$ cat src/rtl/ramp_seq_pkg.sv
package ramp_seq_pkg;

  typedef enum logic [2:0] {
    ST_IDLE,
    ST_DELAY,
    ST_UP,
    ST_HOLD,
    ST_GAP,
    ST_DOWN
  } rampState_t;

  // strobes from sequencing control to the table/output datapath
  typedef struct packed {
    logic emit;      // load a new code this cycle
    logic downHalf;  // read the falling half of the table
    logic clearOut;  // force rest level
    logic lock;      // table writes blocked
  } rampStrobes_t;

endpackage

$ cat src/rtl/ramp_seq_ctrl.sv
module ramp_seq_ctrl
  import ramp_seq_pkg::*;
#(
  parameter int DELAY_W  = 8,
  parameter int IDX_W    = 5,
  parameter int STEP_DIV = 4
) (
  input  logic               clk,
  input  logic               rst_n,
  input  logic               txOn,
  input  logic               doubleBurst,
  input  logic [DELAY_W-1:0] startDelay,
  output rampStrobes_t       strobes,
  output logic [IDX_W-1:0]   stepIdx,
  output logic               busy
);

  localparam int PRE_W = (STEP_DIV > 1) ? $clog2(STEP_DIV) : 1;
  localparam logic [IDX_W-1:0] IDX_LAST = {IDX_W{1'b1}};
  localparam logic [PRE_W-1:0] PRE_RELOAD = PRE_W'(STEP_DIV - 1);

  rampState_t         state;
  logic [DELAY_W-1:0] delayCnt;
  logic [PRE_W-1:0]   preCnt;
  logic               txOnQ;
  logic               secondBurst;
  logic               riseSeen;
  logic               stepTick;

  assign riseSeen = txOn & ~txOnQ;
  assign stepTick = ((state == ST_UP) || (state == ST_DOWN)) && (preCnt == '0);

  always_ff @(posedge clk or negedge rst_n) begin
    if (!rst_n) begin
      state       <= ST_IDLE;
      delayCnt    <= '0;
      preCnt      <= '0;
      stepIdx     <= '0;
      txOnQ       <= 1'b0;
      secondBurst <= 1'b0;
    end else begin
      txOnQ <= txOn;
      case (state)
        ST_IDLE: begin
          secondBurst <= 1'b0;
          if (riseSeen) begin
            preCnt  <= '0;
            stepIdx <= '0;
            if (startDelay == '0) begin
              state <= ST_UP;
            end else begin
              delayCnt <= startDelay;
              state    <= ST_DELAY;
            end
          end
        end
        ST_DELAY: begin
          if (delayCnt == DELAY_W'(1)) state <= ST_UP;
          else delayCnt <= delayCnt - DELAY_W'(1);
        end
        ST_UP, ST_DOWN: begin
          if (preCnt == '0) begin
            preCnt  <= PRE_RELOAD;
            stepIdx <= stepIdx + IDX_W'(1);
            if (stepIdx == IDX_LAST) state <= (state == ST_UP) ? ST_HOLD : ST_IDLE;
          end else begin
            preCnt <= preCnt - PRE_W'(1);
          end
        end
        ST_HOLD: begin
          if (!txOn) begin
            preCnt  <= '0;
            stepIdx <= '0;
            state   <= (doubleBurst && !secondBurst) ? ST_GAP : ST_DOWN;
          end
        end
        ST_GAP: begin
          if (txOn) begin
            secondBurst <= 1'b1;
            state       <= ST_HOLD;
          end
        end
        default: state <= ST_IDLE;
      endcase
    end
  end

  assign busy             = (state != ST_IDLE);
  assign strobes.emit     = stepTick;
  assign strobes.downHalf = (state == ST_DOWN);
  assign strobes.clearOut = (state == ST_IDLE);
  assign strobes.lock     = busy;

  // a sampled rise in idle always starts a sequence
  p_rise_starts_r4: assert property (@(posedge clk) disable iff (!rst_n)
    (state == ST_IDLE && txOn && !txOnQ) |=> busy);

  // the delay phase never sits on an exhausted counter
  p_delay_live_r4: assert property (@(posedge clk) disable iff (!rst_n)
    (state == ST_DELAY) |-> (delayCnt != '0));

  // the gap is only ever entered from the hold
  p_gap_from_hold_r8: assert property (@(posedge clk) disable iff (!rst_n)
    (state == ST_GAP) |-> ($past(state) == ST_HOLD || $past(state) == ST_GAP));

endmodule

$ cat src/rtl/ramp_seq_datapath.sv
module ramp_seq_datapath
  import ramp_seq_pkg::*;
#(
  parameter int CODE_W = 10,
  parameter int ADDR_W = 6
) (
  input  logic              clk,
  input  logic              rst_n,
  input  logic              wrEn,
  input  logic [ADDR_W-1:0] wrAddr,
  input  logic [CODE_W-1:0] wrData,
  input  rampStrobes_t      strobes,
  input  logic [ADDR_W-2:0] stepIdx,
  output logic [CODE_W-1:0] rampCode,
  output logic              rampStrobe
);

  localparam int DEPTH = 1 << ADDR_W;

  logic [CODE_W-1:0] curveTbl [DEPTH];
  logic [ADDR_W-1:0] rdAddr;
  logic              wrAccept;

  assign wrAccept = wrEn && !strobes.lock;
  assign rdAddr   = {strobes.downHalf, stepIdx};

  always_ff @(posedge clk) begin
    if (wrAccept) curveTbl[wrAddr] <= wrData;
  end

  always_ff @(posedge clk or negedge rst_n) begin
    if (!rst_n) begin
      rampCode   <= '0;
      rampStrobe <= 1'b0;
    end else begin
      rampStrobe <= strobes.emit;
      if (strobes.emit) rampCode <= curveTbl[rdAddr];
      else if (strobes.clearOut) rampCode <= '0;
    end
  end

  // a write during a sequence leaves the addressed entry untouched
  p_locked_table_r2: assert property (@(posedge clk) disable iff (!rst_n)
    (strobes.lock && wrEn) |=> (curveTbl[$past(wrAddr)] == $past(curveTbl[wrAddr])));

endmodule

$ cat src/rtl/tx_ramp_sequencer.sv
module tx_ramp_sequencer
  import ramp_seq_pkg::*;
#(
  parameter int CODE_W   = 10,
  parameter int ADDR_W   = 6,
  parameter int DELAY_W  = 8,
  parameter int STEP_DIV = 4
) (
  input  logic               clk,
  input  logic               rst_n,
  input  logic               wrEn,
  input  logic [ADDR_W-1:0]  wrAddr,
  input  logic [CODE_W-1:0]  wrData,
  input  logic [DELAY_W-1:0] startDelay,
  input  logic               doubleBurst,
  input  logic               txOn,
  output logic [CODE_W-1:0]  rampCode,
  output logic               rampStrobe,
  output logic               busy
);

  localparam int IDX_W = ADDR_W - 1;

  rampStrobes_t     strobes;
  logic [IDX_W-1:0] stepIdx;

  ramp_seq_ctrl #(
    .DELAY_W (DELAY_W),
    .IDX_W   (IDX_W),
    .STEP_DIV(STEP_DIV)
  ) ctrl_i (
    .clk        (clk),
    .rst_n      (rst_n),
    .txOn       (txOn),
    .doubleBurst(doubleBurst),
    .startDelay (startDelay),
    .strobes    (strobes),
    .stepIdx    (stepIdx),
    .busy       (busy)
  );

  ramp_seq_datapath #(
    .CODE_W(CODE_W),
    .ADDR_W(ADDR_W)
  ) dp_i (
    .clk       (clk),
    .rst_n     (rst_n),
    .wrEn      (wrEn),
    .wrAddr    (wrAddr),
    .wrData    (wrData),
    .strobes   (strobes),
    .stepIdx   (stepIdx),
    .rampCode  (rampCode),
    .rampStrobe(rampStrobe)
  );

  // a settled idle block rests at code 0 with no strobe
  p_idle_rest_r3: assert property (@(posedge clk) disable iff (!rst_n)
    (!busy && $past(!busy)) |-> (rampCode == '0 && !rampStrobe));

  // strobes only follow a cycle in which a sequence was running
  p_strobe_in_seq_r5: assert property (@(posedge clk) disable iff (!rst_n)
    rampStrobe |-> $past(busy));

  // between strobes of a running sequence the code does not move
  p_quiet_hold_r6: assert property (@(posedge clk) disable iff (!rst_n)
    (busy && $past(busy) && !rampStrobe) |-> $stable(rampCode));

  generate
    if (STEP_DIV > 1) begin : g_spacing
      // steps are never back to back
      p_strobe_spacing_r10: assert property (@(posedge clk) disable iff (!rst_n)
        rampStrobe |=> !rampStrobe);
    end
  endgenerate

endmodule

$ cat config.mk
export PLATFORM = sky130hd
export DESIGN_NAME = tx_ramp_sequencer
export DESIGN_NICKNAME = d
export VERILOG_FILES = /design/src/rtl/ramp_seq_pkg.sv /design/src/rtl/ramp_seq_ctrl.sv /design/src/rtl/ramp_seq_datapath.sv /design/src/rtl/tx_ramp_sequencer.sv
export SDC_FILE = /design/constraint.sdc
export NUM_CORES = 1
export LEC_CHECK = 0
export BUFFER_PORTS_ARGS = -buffer_cell sky130_fd_sc_hd__buf_2
export CORE_MARGIN = 2
export CORE_UTILIZATION = 50
export DETAILED_ROUTE_END_ITERATION = 10
export PLACE_DENSITY = 0.66
export SYNTH_ARGS = -nofsm -noshare
export SYNTH_HDL_FRONTEND = slang
export SYNTH_SLANG_ARGS = --single-unit
export TNS_END_PERCENT = 5
$ cat constraint.sdc
create_clock -name clk -period 3.55 [get_ports clk]
set_clock_uncertainty 0.2 [all_clocks]
set_input_delay 0.355 -clock clk [delete_from_list [all_inputs] [get_ports clk]]
set_output_delay 0.355 -clock clk [all_outputs]
set_load 0.02 [all_outputs]
==> After elaboration in Yosys (flattened, before gate mapping) <==
Memories as Yosys holds them, arrays and structs flattened.
Cells that the tools add are included.
{ "op_classes": {"eq_ne": 15, "n_addsub": 3, "mux": 28, "n_bitwise": 2, "n_reduce_logical": 20} }
{ "op_table": {"columns": ["operator", "count"], "rows": [
  ["$mux W8", 3],
  ["$mux W10", 2],
  ["$mux W3", 6],
  ["$pmux W8 S2", 1],
  ["$mux W5", 3],
  ["$pmux W3 S5", 1],
  ["$pmux W5 S3", 1],
  ["$mux W2", 5],
  ["$ne A2 B2 Y1 const B", 5],
  ["$eq A8 B1 Y1 const B", 1],
  ["$logic_not A8 Y1", 1],
  ["$reduce_and A4 Y1", 2],
  ["$sub A8 B1 Y8 const B", 1],
  ["$eq A3 B2 Y1 const B", 2],
  ["$eq A3 B3 Y1 const B", 2],
  ["$ne A2 B1 Y1 const B", 3],
  ["$pmux W2 S3", 1],
  ["$reduce_and A6 Y1", 1],
  ["$reduce_bool A2 Y1", 3],
  ["$reduce_bool A3 Y1", 2],
  ["$add A5 B1 Y5 const B", 1],
  ["$eq A5 B5 Y1 const B", 1],
  ["$mux W1", 4],
  ["$eq A3 B1 Y1 const B", 1],
  ["12 further kinds", 15]
]} }
{ "totals": {"wordCells": 77, "mem_bits_rw": 640, "n_memories": 1, "regBits": 31, "input_bits": 29} }
{ "memory_table": {"columns": ["memory", "words", "word_bits", "read_ports", "rd_clocked_by_memory_dff", "write_ports", "line_no", "source"], "rows": [
  ["dp_i.curveTbl", 64, 10, 1, 0, 1, "ramp_seq_datapath.sv:20", "logic [CODE_W-1:0] curveTbl [DEPTH];"]
]} }

==> Longest topological paths before layout <==
{ "logic_depth": {"ltp_word": 5, "depth_mapped": 12, "mapped_depth_nobuf": 9} }

==> Cells and area by module <==
From an unflattened synthesis, not the netlist that was laid out.
{ "unflattened": {"hier_cells": 1302, "hier_area_um2": 26604.3} }
{ "modules_own_cells": {"columns": ["module", "seq_area_each_um2", "cells_per_inst", "instances", "area_each_um2"], "rows": [
  ["ramp_seq_datapath", 19493.7, 1155, 1, 25202.9],
  ["ramp_seq_ctrl", 500.5, 147, 1, 1401.3]
]} }

==> Least setup slack after synthesis <==
Ideal clock, no wire load.
{ "synth_path": {"path_type": "register to register", "startpoint": "reg ctrl_i.stepIdx[2]", "endpoint": "reg ctrl_i.state[1]", "path_slack_ns": 0.957, "setup_time_ns": 0.099, "stages_incl_launch_ff": 13, "required_ns": 3.251, "path_buffers": 4, "arrival_ns": 2.294, "cell_sequence": "dfrtp_1 -> buf_4 -> buf_4 -> buf_2 -> buf_6 -> and3_1 -> ha_1 -> nand2_1 -> a21bo_2 -> a22o_1 -> a21oi_1 -> a21oi_1 -> a311oi_1"} }
{ "synth_via": {"elab_chain_len": 3} }
{ "synth_lines": {"columns": ["element", "line_no", "source"], "rows": [
  ["from (decl)", "ramp_seq_ctrl.sv:14", "output logic [IDX_W-1:0] stepIdx,"],
  ["from (signal assigned)", "ramp_seq_ctrl.sv:64", "stepIdx <= stepIdx + IDX_W'(1);"],
  ["$eq A5 B5 Y1", "ramp_seq_ctrl.sv:65", "if (stepIdx == IDX_LAST) state <= (state == ST_UP) ? ST_HOLD : ST_IDLE;"],
  ["$ne A2 B1 Y1 (no line)", null, null],
  ["$reduce_and A6 Y1 (no line)", null, null],
  ["to (signal assigned)", "ramp_seq_ctrl.sv:65", null],
  ["to (signal assigned)", "ramp_seq_ctrl.sv:74", "state <= (doubleBurst && !secondBurst) ? ST_GAP : ST_DOWN;"],
  ["to (decl)", "ramp_seq_ctrl.sv:22", "rampState_t state;"]
]} }
No other way between the ends.
A chain may end at the register's enable or synchronous reset.

==> Final worst setup path <==
{ "layout_path": {"startpoint": "reg ctrl_i.stepIdx[1]", "endpoint": "reg dp_i.rampCode[0]"} }
{ "layout_via": {"elab_chain_len": 2} }
{ "layout_lines": {"columns": ["element", "line_no", "source"], "rows": [
  ["$mem_v2 Z64 W10", null, null],
  ["$mux W10", "ramp_seq_datapath.sv:37", "if (strobes.emit) rampCode <= curveTbl[rdAddr];"],
  ["to (signal assigned)", "ramp_seq_datapath.sv:37", null],
  ["to (decl)", "ramp_seq_datapath.sv:14", "output logic [CODE_W-1:0] rampCode,"]
]} }
No other way between the ends.

==> results.sh <==
export IMPL_status="finished, final reports clean"
export IMPL_port_buffers=40
export IMPL_fin_tns_setup_ps=0
export IMPL_vias=13946
export IMPL_min_path_type="in -> reg"
export IMPL_postRouteWirelength_um=62200
export IMPL_worst_pin_slew_ps=985
export IMPL_cap_violations=0
export IMPL_slew_headroom_pct=34.3
export IMPL_synth_top_family_by_area="multiplexers"
export IMPL_areaGrowthSynthToFinish_pct=13.4
export IMPL_clk_path_buf_depth=3
export IMPL_final_max_slew_viol_count=0
export IMPL_critical_path_class="reg -> reg"
export IMPL_fin_crit_sh_pct=84.1
export IMPL_setup_violations=0
export IMPL_cts_buffers=66
export IMPL_core_area_um2=53600
export IMPL_synthMuxAreaShare_pct=15.1
export IMPL_timing_reg2reg_setup_slack_ps=560
export IMPL_holdWs_ps=48.1
export IMPL_ys_flop_type="edfxtp_1"
export IMPL_synth_edff_count=640
export IMPL_netlist_instances=1374
export IMPL_cp_required_ps=3850
export IMPL_hpwl_um=39400
export IMPL_die_w_um=236
export IMPL_start_util_pct=50.3
export IMPL_layout_commonest_cell="edfxtp_1"
export IMPL_yosys_area_share_simple_pct=3.93
export IMPL_n_fill_cell=3970
export IMPL_cp_startpoint="ctrl_i.stepIdx[1]"
export IMPL_cts_hold_buf=11
export IMPL_ctsRootBufferMaster="clkbuf_16"
export IMPL_rr_worst_depth=7
export IMPL_finalWeightedCongestion=0.864
export IMPL_top_usage_layer="met2"
export IMPL_antenna_found_initial=4
export IMPL_htreeDepth=3
export IMPL_hold_end="dp_i.curveTbl[49][0]"
export IMPL_r2r_end="dp_i.rampCode[0]"
export IMPL_cts_sinks=671
export IMPL_worstSetupEndpointType="flop"
export IMPL_power_leakage_nw=9.78
export IMPL_min_from="wrData[0]"
export IMPL_tritoncts="yes"
export IMPL_p_per_area_nw_per_um2=621
export IMPL_clock_latency_ps=610
export IMPL_cts_resized=0
export IMPL_regToRegStartpoint="ctrl_i.stepIdx[1]"
export IMPL_critPathArrivalTime_ps=3280
export IMPL_synthAdderAreaFrac_pct=0.232
export IMPL_final_util_pct=57.0
export IMPL_synthArstFlopShare_pct=4.62
export IMPL_wl_per_cell_um=27.1
export IMPL_use_met2_pct=35.0
export IMPL_critPathMaxFanout=54
export IMPL_clock_fmax_mhz=335
export IMPL_drt_vias_per_instance=6.09
export IMPL_nNetsFinal=1577
export IMPL_die_h_um=236
export IMPL_seq_area_um2=20000
export IMPL_drc=0
export IMPL_ir_drop_mv=0.340
export IMPL_grt_met3_usage_pct=3.91
export IMPL_synth_compound_area_share_pct=4.02
export IMPL_grt_use_total_pct=22.8
export IMPL_multi_input_comb_area_um2=6270
export IMPL_grt_first_pass_wirelength_um=91800
export IMPL_most_common_layout_cells="640 x edfxtp_1, 129 x mux4_2, 119 x buf_4"
export IMPL_drt_first_pass_iters=8
export IMPL_grt_max_degree=55
export IMPL_grt_pass1_vias=13854
export IMPL_rows=85
export IMPL_grt_setup_unrepaired="false"
export IMPL_grtUsageMet1_pct=33.2
export IMPL_yosys_register_bits=671
export IMPL_clkTransAtPathRegs_ps=70
export IMPL_cp_start_kind="flop"
export IMPL_synthXorXnorAreaFrac_pct=0
export IMPL_ys_warn_count=0
export IMPL_ys_types=67
export IMPL_cts_setup_buffers=0
export IMPL_min_period_ps=2990
export IMPL_drt_iter0_markers=1701
export IMPL_pin_count=41
export IMPL_synth_area_um2=27000
export IMPL_min_path_cells=1
export IMPL_antenna_left=0
export IMPL_synth_avg_cell_area_um2=19.6
export IMPL_overflow=0
export IMPL_dieArea_um2=55800
export IMPL_yosysSeqAreaShare_pct=74.2
export IMPL_final_hold_violation_count=0
export IMPL_synthesis_nets=1408
export IMPL_drive_gt1_share_pct=26.2
## metal layers
layer / up-vias / wire [um]
met2: 574 / 29000
met5: - / 30
li1: 5986 / -
met4: 4 / 1850
met1: 7277 / 26400
met3: 105 / 4890
## registers in the layout (all words and copies together), names as in the netlist, 2 cells and up
signal,count
dp_i.curveTbl,640
dp_i.rampCode,10
ctrl_i.delayCnt,8
ctrl_i.stepIdx,5
ctrl_i.state,3
ctrl_i.preCnt,2
## power by group
part / internal, W / switching (W)
sequential: 0.00883 / 0.000278
clock: 0.00379 / 0.00290
combinational: 0.00136 / 0.00182
## worst max path at each step
stage	endpoint
2_1_floorplan	ctrl_i.state[1]
3_3_place_gp	dp_i.rampCode[0]
3_5_place_dp	dp_i.rampCode[0]
4_1_cts	dp_i.rampCode[0]
5_1_grt	dp_i.rampCode[0]
6_report	dp_i.rampCode[0]
## worst max-delay path: stages (launching register included)
cell and delay (ps):
dfrtp_4 690, buf_12 380, buf_4 370, mux4_2 580, nand3_1 110, nand4_1 120
nor2_1 220, nor3_1 90
## synthesized netlist by cell type (6+ instances only)
library cell | n | area, um^2
o211ai_1 | 7 | 52.6
a211oi_1 | 11 | 82.6
nor3_1 | 20 | 100
mux2i_1 | 55 | 551
clkbuf_1 | 8 | 30.0
mux4_2 | 129 | 2910
nor2_1 | 108 | 405
nand2_1 | 45 | 169
edfxtp_1 | 640 | 19200
o21ai_0 | 26 | 130
nand3_1 | 12 | 60.1
mux2_2 | 12 | 135
inv_1 | 16 | 60.1
buf_2 | 16 | 80.1
buf_6 | 24 | 270
nor2b_1 | 14 | 87.6
a21oi_1 | 46 | 230
a311oi_1 | 7 | 61.3
nand4_1 | 7 | 43.8
buf_4 | 14 | 105
mux4_1 | 18 | 473
a22oi_1 | 9 | 67.6
o221ai_1 | 6 | 52.6
o22ai_1 | 14 | 87.6
dfrtp_1 | 31 | 776
## through the flow
| step | worst slack (ps) | cell area [um^2] | instances | power (W) |
|---|---|---|---|---|
| 2_1_floorplan | 957 | 27000 | 1374 | 0.0116 |
| 3_3_place_gp | 549 | 28400 | 2160 | 0.0124 |
| 3_5_place_dp | 528 | 28400 | 2160 | 0.0124 |
| 4_1_cts | 524 | 30600 | 2288 | 0.0191 |
| 5_1_grt | 416 | 30600 | 2290 | 0.0197 |
| 6_report | 564 | 30600 | 2290 | 0.0190 |
## logic make-up (layout without fill, tap and decap cells)
kind of cell | Yosys count | after routing
flops | 671 | 671
simple gates | 231 | 231
mux | 214 | 214
compound gates | 161 | 161
buf+inv | 92 | 310
fa+ha+maj | 5 | 5
other cells | 0 | 2
## layout make-up
class | count | share of cell area (%)
Sequential cell | 671 | 65.4
Multi-Input combinational cell | 611 | 20.5
Clock buffer | 80 | 5.64
Timing Repair Buffer | 175 | 4.26
Tap cell | 696 | 2.85
Clock inverter | 37 | 1.08
Inverter | 18 | 0.221
Antenna cell | 2 | 0.0164
Power figures use the tool's default switching activity.
